[src/rtl/mshr_pkg.sv]
package mshr_pkg;
  // Outcome of presenting one miss to the table.
  typedef enum logic [1:0] {
    MK_STALL = 2'd0,
    MK_ALLOC = 2'd1,
    MK_MERGE = 2'd2
  } miss_kind_e;
endpackage

[src/rtl/mshr_lookup.sv]
// Fully associative block compare plus lowest-index idle entry pick.
module mshr_lookup #(
  parameter int ENTRIES = 8,
  parameter int BLK_W   = 12,
  parameter int CNT_W   = 3,
  parameter int MERGE   = 4,
  localparam int IDX_W  = $clog2(ENTRIES)
) (
  input  logic [ENTRIES-1:0] ent_valid,
  input  logic [ENTRIES-1:0] ent_excl,
  input  logic [BLK_W-1:0]   ent_blk [ENTRIES],
  input  logic [CNT_W-1:0]   ent_cnt [ENTRIES],
  input  logic [BLK_W-1:0]   look_blk,
  output logic               hit,
  output logic               hit_full,
  output logic [IDX_W-1:0]   hit_idx,
  output logic [CNT_W-1:0]   hit_cnt,
  output logic               free_any,
  output logic [IDX_W-1:0]   free_idx
);
  logic [ENTRIES-1:0] match;

  for (genvar g = 0; g < ENTRIES; g++) begin : g_cmp
    assign match[g] = ent_valid[g] && !ent_excl[g] && (ent_blk[g] == look_blk);
  end

  always_comb begin
    hit_idx = '0;
    for (int i = 0; i < ENTRIES; i++) begin
      if (match[i]) hit_idx = IDX_W'(i);
    end
    hit      = |match;
    hit_cnt  = ent_cnt[hit_idx];
    hit_full = hit && (hit_cnt == CNT_W'(MERGE));
  end

  always_comb begin
    free_idx = '0;
    for (int i = ENTRIES - 1; i >= 0; i--) begin
      if (!ent_valid[i]) free_idx = IDX_W'(i);
    end
    free_any = !(&ent_valid);
  end
endmodule

[src/rtl/mshr_slot_ram.sv]
// Simple dual-port storage for per-thread records, registered read.
module mshr_slot_ram #(
  parameter int DEPTH = 32,
  parameter int WIDTH = 9,
  localparam int AW   = $clog2(DEPTH)
) (
  input  logic             clk,
  input  logic             we,
  input  logic [AW-1:0]    waddr,
  input  logic [WIDTH-1:0] wdata,
  input  logic [AW-1:0]    raddr,
  output logic [WIDTH-1:0] rdata
);
  logic [WIDTH-1:0] mem [DEPTH];

  always_ff @(posedge clk) begin
    if (we) mem[waddr] <= wdata;
    rdata <= mem[raddr];
  end
endmodule

[src/rtl/mshr_file.sv]
module mshr_file
  import mshr_pkg::*;
#(
  parameter int ENTRIES = 8,
  parameter int MERGE   = 4,
  parameter int ADDR_W  = 16,
  parameter int OFF_W   = 4,
  parameter int TID_W   = 5,
  parameter int DATA_W  = 32
) (
  input  logic                        clk,
  input  logic                        rst,
  input  logic                        miss_valid,
  output logic                        miss_ready,
  input  logic [TID_W-1:0]            miss_tid,
  input  logic [ADDR_W-1:0]           miss_addr,
  output logic                        req_valid,
  output logic [ADDR_W-OFF_W-1:0]     req_block,
  output logic [$clog2(ENTRIES)-1:0]  req_id,
  input  logic                        fill_valid,
  output logic                        fill_ready,
  input  logic [$clog2(ENTRIES)-1:0]  fill_id,
  input  logic [DATA_W-1:0]           fill_data,
  output logic                        wb_valid,
  output logic [TID_W-1:0]            wb_tid,
  output logic [OFF_W-1:0]            wb_off,
  output logic [DATA_W-1:0]           wb_data
);
  localparam int BLK_W = ADDR_W - OFF_W;
  localparam int IDX_W = $clog2(ENTRIES);
  localparam int CNT_W = $clog2(MERGE + 1);
  localparam int DEPTH = ENTRIES * MERGE;
  localparam int AW    = $clog2(DEPTH);
  localparam int REC_W = TID_W + OFF_W;

  // Entry state
  logic [ENTRIES-1:0] ent_valid;
  logic [BLK_W-1:0]   ent_blk [ENTRIES];
  logic [CNT_W-1:0]   ent_cnt [ENTRIES];

  // Drain state
  logic               drain_active;
  logic [IDX_W-1:0]   drain_id;
  logic [CNT_W-1:0]   drain_pos;
  logic [DATA_W-1:0]  drain_data;
  logic [ENTRIES-1:0] drain_mask;
  logic               drain_last;

  // Lookup results
  logic               hit, hit_full, free_any;
  logic [IDX_W-1:0]   hit_idx, free_idx;
  logic [CNT_W-1:0]   hit_cnt;
  logic [BLK_W-1:0]   look_blk;
  miss_kind_e         kind;
  logic               take_fill;

  // Record store
  logic               rec_we;
  logic [AW-1:0]      rec_waddr, rec_raddr;
  logic [REC_W-1:0]   rec_rdata;

  function automatic logic [AW-1:0] slot_addr(input logic [IDX_W-1:0] idx,
                                              input logic [CNT_W-1:0] pos);
    return AW'(idx) * AW'(MERGE) + AW'(pos);
  endfunction

  assign look_blk = miss_addr[ADDR_W-1:OFF_W];

  for (genvar g = 0; g < ENTRIES; g++) begin : g_mask
    assign drain_mask[g] = drain_active && (drain_id == IDX_W'(g));
  end

  mshr_lookup #(
    .ENTRIES(ENTRIES), .BLK_W(BLK_W), .CNT_W(CNT_W), .MERGE(MERGE)
  ) u_lookup (
    .ent_valid(ent_valid), .ent_excl(drain_mask), .ent_blk(ent_blk),
    .ent_cnt(ent_cnt), .look_blk(look_blk), .hit(hit), .hit_full(hit_full),
    .hit_idx(hit_idx), .hit_cnt(hit_cnt), .free_any(free_any), .free_idx(free_idx)
  );

  always_comb begin
    if (hit)           kind = hit_full ? MK_STALL : MK_MERGE;
    else if (free_any) kind = MK_ALLOC;
    else               kind = MK_STALL;
  end

  assign miss_ready = (kind != MK_STALL);
  assign fill_ready = !drain_active;
  assign take_fill  = fill_valid && fill_ready;
  assign drain_last = drain_active && (drain_pos + CNT_W'(1) == ent_cnt[drain_id]);

  assign rec_we    = miss_valid && miss_ready;
  assign rec_waddr = (kind == MK_MERGE) ? slot_addr(hit_idx, hit_cnt)
                                        : slot_addr(free_idx, '0);
  assign rec_raddr = slot_addr(drain_id, drain_pos);

  mshr_slot_ram #(.DEPTH(DEPTH), .WIDTH(REC_W)) u_recs (
    .clk(clk), .we(rec_we), .waddr(rec_waddr),
    .wdata({miss_tid, miss_addr[OFF_W-1:0]}),
    .raddr(rec_raddr), .rdata(rec_rdata)
  );

  assign {wb_tid, wb_off} = rec_rdata;

  // Entry table
  always_ff @(posedge clk) begin
    if (rst) begin
      ent_valid <= '0;
      for (int i = 0; i < ENTRIES; i++) begin
        ent_blk[i] <= '0;
        ent_cnt[i] <= '0;
      end
    end else begin
      if (drain_last) ent_valid[drain_id] <= 1'b0;
      if (miss_valid && kind == MK_MERGE) begin
        ent_cnt[hit_idx] <= hit_cnt + CNT_W'(1);
      end else if (miss_valid && kind == MK_ALLOC) begin
        ent_valid[free_idx] <= 1'b1;
        ent_blk[free_idx]   <= look_blk;
        ent_cnt[free_idx]   <= CNT_W'(1);
      end
    end
  end

  // Downstream request
  always_ff @(posedge clk) begin
    if (rst) begin
      req_valid <= 1'b0;
      req_block <= '0;
      req_id    <= '0;
    end else begin
      req_valid <= miss_valid && (kind == MK_ALLOC);
      if (miss_valid && kind == MK_ALLOC) begin
        req_block <= look_blk;
        req_id    <= free_idx;
      end
    end
  end

  // Fill sweep
  always_ff @(posedge clk) begin
    if (rst) begin
      drain_active <= 1'b0;
      drain_id     <= '0;
      drain_pos    <= '0;
      drain_data   <= '0;
      wb_valid     <= 1'b0;
      wb_data      <= '0;
    end else begin
      wb_valid <= drain_active;
      if (drain_active) wb_data <= drain_data;
      if (take_fill) begin
        drain_active <= 1'b1;
        drain_id     <= fill_id;
        drain_pos    <= '0;
        drain_data   <= fill_data;
      end else if (drain_last) begin
        drain_active <= 1'b0;
      end else if (drain_active) begin
        drain_pos <= drain_pos + CNT_W'(1);
      end
    end
  end
endmodule


[config.mk]
export PLATFORM = sky130hd
export DESIGN_NAME = mshr_file
export DESIGN_NICKNAME = d
export VERILOG_FILES = /design/src/rtl/mshr_pkg.sv /design/src/rtl/mshr_lookup.sv /design/src/rtl/mshr_slot_ram.sv /design/src/rtl/mshr_file.sv
export SDC_FILE = /design/constraint.sdc
export NUM_CORES = 1
export LEC_CHECK = 0
export ABC_AREA = 1
export BUFFER_PORTS_ARGS = -buffer_cell sky130_fd_sc_hd__buf_2
export CAP_MARGIN = 5
export CORE_MARGIN = 2
export CORE_UTILIZATION = 61
export DETAILED_ROUTE_END_ITERATION = 10
export GPL_ROUTABILITY_DRIVEN = 0
export PLACE_DENSITY_LB_ADDON = 0.3
export SKIP_CTS_REPAIR_TIMING = 1
export SYNTH_ARGS = -nofsm -noshare
export SYNTH_HDL_FRONTEND = slang
export SYNTH_HIERARCHICAL = 1
export SYNTH_SLANG_ARGS = --single-unit
[constraint.sdc]
create_clock -name clk -period 5.25 [get_ports clk]
set_input_delay 1.05 -clock clk [delete_from_list [all_inputs] [get_ports clk]]
set_output_delay 1.05 -clock clk [all_outputs]
set_load 0.02 [all_outputs]
==> results.toml, run 1 <==
[run_status]
outcome = "complete, no violations"

[cts]
cts_tree = "yes"
clock_latency_ps = 620
path_clk_slew_ps = 60
clk_path_buf_depth = 3
htree_levels = 2
cts_buffers = 51
cts_root_buf = "clkbuf_16"
cts_sinks = 513

[synthesis]
synth_ff_type = "edfxtp_1"
ys_async_sr_fraction = 0
syn_area_per_cell_um2 = 8.40
synth_edf_count = 288
syn_inst = 2788
ys_ff_latch = 513
ys_seq_area_frac = 0.562
syn_nets = 2854
netlist_area_um2 = 23400
ys_types = 52
synth_warnings = 6

[power_and_ir_drop]
powerDensity_nw_per_um2 = 346
power_mw = 9.02
combPwrFrac = 0.107
p_int_mw = 6.73
clkPwrFrac = 0.402
p_sw_mw = 2.29
vdd_ir_drop_max_mv = 0.281
swShare = 0.254
seqPwrFrac = 0.491
leakagePower_nw = 10.6

[detailed_routing]
drcViolationCount = 0
drt_first_iter_violations = 2261
vias = 20032
drt-pass1-iter-count = 7
totalWireLength_mm = 63.5
via_per_inst = 5.82
ant_nets = 0
wl_per_cell_um = 18.5

[finish]
final_common_cell = "nand2_1"
nets = 2958
layout_common_cells = "nand2_1 (801), nor2_1 (370), nand3_1 (310), edfxtp_1 (288), dfxtp_1 (223)"
area_delta_synth_final_pct = 11.4
fin_cells = 3442
final_area_um2 = 26100
num_antenna_cells = 0
drive_gt1_frac = 0.115

[placed_design]
dp_cells = 3350
dp_slack_ps = 341
io_buffers = 119
post_dp_cell_area_um2 = 24400
dp_hpwl_mm = 41.2

[timing]
max_slew_margin = 0.135
rsz0062_at_grt = "no"
finalWorstSetupSlack_ps = 216
setup-tns-final_ps = 0
fin_crit_ps = 5030
timing.final.crit_share = 0.959
worstMarginPinSlew_ps = 1300
setup_violations = 0
finClkSkew_ps = 30.5
fmax_ghz = 0.199
finalMaxSlewViolations = 0
finalHoldViolations = 0

[critical_path]
start_kind = "primary input"
required_ps = 4200
worstPathArrival_ps = 3980
path_class = "primary input to output pin"
cp_max_fo = 15
endpoint_kind = "output pin"

[floorplanning]
row_count = 71
io-pin-count = 120
die-area_um2 = 40000
die_h_um = 200
initial_core_util = 0.620
core_um2 = 37800
dieWidth_um = 200

[global_route]
grt_pass1_vias = 19002
antenna_found_initial = 2
overflow = 0
track_usage = 0.320
grt_pass1_wl_mm = 98.8
grt_max_degree = 90

[hold_path]
holdCritPathClass = "flop to flop"

[flow_run]
cap_violations = 0
-- final timing paths --
check | from | end | slack, ps | cells past startpoint
worst max-delay path | miss_addr[4] | miss_ready | 220 | 23
worst min-delay path | req_block[7] | req_block[7] | 460 | 2
worst max register to register | drain_id[1] | u_recs/mem[14][4] | 850 | 26
worst min register to register | req_block[7] | req_block[7] | 460 | 2
-- cell usage after synthesis (10+ instances only) --
master | number | area share
a211oi_1 | 21 | 0.0067
a21oi_1 | 103 | 0.022
buf_1 | 11 | 0.0018
buf_2 | 48 | 0.010
buf_6 | 20 | 0.0096
clkbuf_1 | 42 | 0.0067
dfxtp_1 | 225 | 0.19
edfxtp_1 | 288 | 0.37
inv_1 | 166 | 0.027
inv_2 | 21 | 0.0034
nand2_1 | 801 | 0.13
nand2_2 | 10 | 0.0027
nand3_1 | 310 | 0.066
nand4_1 | 31 | 0.0083
nor2_1 | 371 | 0.059
nor3_1 | 21 | 0.0045
nor4_1 | 10 | 0.0027
o21ai_0 | 148 | 0.032
or2_2 | 15 | 0.0040
xnor2_1 | 11 | 0.0041
xor2_1 | 13 | 0.0049
-- power by group through the flow --
stage               clock network, mW  registers [mW]  logic, mW
global placement                    0            4.51      0.926
CTS                              3.66            4.43      0.952
detailed placement                  0            4.51      0.946
floorplan                           0            4.55      0.590
global route                     3.81            4.44       1.06
finish                           3.62            4.43      0.970
-- routing by layer --
metal | GRT usage | wire (um)
met1 | 0.407 | 24400
met5 | 0 | 18
met4 | 0.165 | 3080
met2 | 0.529 | 30000
met3 | 0.0544 | 6100
-- area by class of cell --
class / instances / area [um2]
clock buffer: 76 / 1480
clock inverter: 16 / 188
tap: 511 / 639
multi-input combinational: 1946 / 8800
timing repair buffer: 184 / 1080
fill: 2963 / 11700
sequential: 513 / 13200
inverter: 196 / 738
-- stage by stage --
stage	util	hold slack, ps
2_1_floorplan	-	443
3_3_place_gp	0.647	448
3_5_place_dp	0.647	455
4_1_cts	0.691	465
5_1_grt	0.691	478
6_report	0.691	464
-- critical path, stage by stage --
cell	delay [ps]
buf_2	340
inv_2	260
or2_2	350
nand2_1	60
nor2_1	40
nand2_1	80
nor2_1	40
nand2_1	130
nand2_1	70
nand2_1	70
nand2_1	60
nand2_1	50
nand2_1	250
nand2_1	160
nand3_1	80
nand3_1	90
nand2_1	80
nand2_2	80
nor2_2	40
nor2_4	160
inv_2	100
nand2_1	150
buf_2	190
-- sequential cells by signal, indices dropped and copies added, names as in the netlist, 3 cells and up --
| register | cells |
|---|---|
| req_id | 3 |
| u_recs/mem | 288 |
| u_recs/rdata | 9 |
| wb_data | 32 |
| ent_cnt | 24 |
| ent_blk | 96 |
| req_block | 12 |
| ent_valid | 8 |
| drain_id | 3 |
| drain_pos | 3 |
| drain_data | 32 |
-- cell families after synthesis --
logic type | after synthesis | share of synthesized area
flip-flops | 513 | 0.562
adder cells (fa/ha/maj) | 6 | 0.00320
AND/OR/NAND/NOR | 1623 | 0.296
XOR/XNOR | 24 | 0.00897
AO/OA/AOI/OAI | 293 | 0.0670
buffers and inverters | 329 | 0.0629
Power figures use the tool's default switching activity.
==> inputs of run 2 (changes only) <==
Settings changed: ABC_AREA 1 to not set.
==> run 2 against run 1 <==
Against the previous run: largest power group unchanged; critical path type unchanged; the flow now finishes with violations (setup timing); combinational power decreased by 31%; first-iteration DRC count down 56%; worst setup slack worse by 250 ps; highest routed layer is now met4.
==> results.toml, run 2 <==
[run_status]
outcome = "finished with violations"
violations = "setup timing"

[global_route]
track_usage = 0.284
grt_pass1_wl_mm = 78.7
grt-busiest-layer = "met2"
overflow = 0
antenna_found_initial = 1
grtUsageMet1 = 0.370
use_met2 = 0.477
grt_max_degree = 132
grt_pass1_vias = 14095
use_met3 = 0.0493

[synthesis]
synth_fa_ha_area_frac = 0.00354
synth_ff_type = "edfxtp_1"
synthTopCellsByCount = "nand2_1 (327), edfxtp_1 (288), dfxtp_1 (225)"
syn_nets = 1732
ys_ff_latch = 513
ys_async_sr_fraction = 0
ys_types = 72
synthMuxAreaShare = 0.128
synth_area_leader_cell = "edfxtp_1"
synth_top_area_share = 0.408
syn_area_per_cell_um2 = 12.7
synth_edf_count = 288
synthTopCellsByArea = "edfxtp_1 (41%), dfxtp_1 (21%), mux4_2 (10%)"
post-synth-top-count-cell = "nand2_1"
synth_warnings = 6
synth_top_family_by_area = "multiplexers"
synth_xor_area_frac = 0.0438
syn_inst = 1666
synth_compound_area_frac = 0.0600
netlist_area_um2 = 21200
synthSimpleGateAreaFrac = 0.117
ys_seq_area_frac = 0.620

[power_and_ir_drop]
swShare = 0.223
p_int_mw = 6.82
seqPwrFrac = 0.497
powerDensity_nw_per_um2 = 357
vdd_ir_drop_max_mv = 0.290
leakagePower_nw = 8.72
p_sw_mw = 1.95
power_mw = 8.78
combPwrFrac = 0.077
clkPwrFrac = 0.426

[critical_path]
worstPathArrival_ps = 4240
r2r-start = "drain_id[0]"
start_kind = "primary input"
rrSetupSlack_ps = 510
path_buf_inv = 6
crit_slowest_cell = "nor4_1"
endpoint_kind = "output pin"
rr_endpoint = "u_recs/mem[9][5]"
path_class = "primary input to output pin"
required_ps = 4200
crit_chain = "buf_2 > buf_4 > xor2_1 > nor4_1 > nand4_1 > a21boi_1 > o21ai_2 > buf_4 > a21oi_2 > nand2_1 > a221oi_4 > nor4bb_4 > buf_4 > a21oi_1 > buf_4 > buf_4"
ff2ff_path_depth = 15
critPathTopFamily = "compound AO/OA/AOI/OAI gates"
cp_max_fo = 8
crit_path_frequent_cell = "buf_4"
slowest_delay_ps = 460

[finish]
largest_register_ffs = 288
final_area_um2 = 24600
nets = 1912
largest_register = "u_recs/mem"
final_common_cell = "nand2_1"
top_regs = "u_recs/mem x288, ent_blk x96"
layout_common_cells = "nand2_1 (327), edfxtp_1 (288), dfxtp_1 (223), a21oi_1 (151), nor2_1 (124)"
area_delta_synth_final_pct = 16.1
drive_gt1_frac = 0.249

[placed_design]
post_dp_cell_area_um2 = 22800
dp_slack_ps = -257
dp_hpwl_mm = 32.3
io_buffers = 119

[detailed_routing]
drt-pass1-iter-count = 5
wl_per_cell_um = 21.6
ant_nets = 0
totalWireLength_mm = 50.5
drcViolationCount = 0
vias = 13917
via_per_inst = 5.94
drt_first_iter_violations = 995

[cts]
htree_levels = 2
cts_sinks = 513
path_clk_slew_ps = 60
cts_tree = "yes"
cts_root_buf = "clkbuf_16"
cts_buffers = 50
clk_path_buf_depth = 3
clock_latency_ps = 590

[floorplanning]
io-pin-count = 120
die_h_um = 190
initial_core_util = 0.617
dieWidth_um = 190
core_um2 = 34400
die-area_um2 = 36300
row_count = 68

[flow_run]
cap_violations = 0

[timing]
setup_violations = 1
fin_crit_ps = 5290
finClkSkew_ps = 23.1
worstMarginPinSlew_ps = 996
fin_hold_ws_ps = 456
finalWorstSetupSlack_ps = -37.6
finalMaxSlewViolations = 0
finalHoldViolations = 0
max_slew_margin = 0.336
fmax_ghz = 0.189
timing.final.crit_share = 1.01

[hold_path]
holdCritPathClass = "flop to flop"
hold_depth = 2
worstHoldStart = "req_block[6]"
whs_endpoint = "req_block[6]"
run 2: changes by cell type after synthesis, sizes merged, moves of 94 or more:
cell	delta
nor2	-258
inv	-180
nand2	-490
mux4	+94
nand3	-300
o21ai	-151
run 2: cells by family after synthesis:
group,count (synthesis)
AO/OA/AOI/OAI,210
XOR/XNOR,103
adder cells (fa/ha/maj),6
buffers and inverters,117
flip-flops,513
multiplexers,152
AND/OR/NAND/NOR,565
run 2: cell type report:
cell class              instances  area (um2)
flip-flops and latches        513       13200
fillers                      2365        9760
multi-input cells            1036        7570
repair buffers                236        1540
clock buffers                  74        1520
well taps                     455         569
clock inverters                19         223
inverters                       9        33.8
diodes                          2        5.00
run 2: metal layers:
metal	wire [um]	vias up
met5	0	-
met4	1740	0
met3	3440	113
met2	25200	565
met1	20100	6889
li1	-	6350
run 2: tightest hold or removal path: stages (launching register included):
cell and delay (ps):
dfxtp_1 300, nand2_1 50, a21oi_1 50
run 2: power by group through the flow:
| stage | clock (mW) | combinational (mW) | sequential [mW] |
|---|---|---|---|
| final | 3.74 | 0.673 | 4.36 |
| after global routing | 3.95 | 0.718 | 4.37 |
| after CTS | 3.80 | 0.665 | 4.36 |
| after detailed placement | 0 | 0.657 | 4.45 |
| after global placement | 0 | 0.643 | 4.44 |
| after floorplan | 0 | 0.416 | 4.46 |
run 2: stage by stage:
| stage | utilization | setup TNS (ps) | instances |
|---|---|---|---|
| 2_1_floorplan | - | 0 | 1666 |
| 3_3_place_gp | 0.662 | -11530 | 2248 |
| 3_5_place_dp | 0.662 | -28620 | 2248 |
| 4_1_cts | 0.713 | -37.0 | 2341 |
| 5_1_grt | 0.716 | -108 | 2342 |
| 6_report | 0.716 | -37.6 | 2344 |
run 2: worst max path at each step:
| stage | depth (start not counted) | end | start |
|---|---|---|---|
| floorplan | 15 | u_recs/mem[0][0] | miss_addr[5] |
| global placement | 17 | u_recs/mem[10][3] | miss_addr[12] |
| detailed placement | 17 | u_recs/mem[11][5] | miss_addr[12] |
| CTS | 15 | miss_ready | miss_addr[12] |
| global route | 15 | miss_ready | miss_addr[7] |
| finish | 16 | miss_ready | miss_addr[7] |
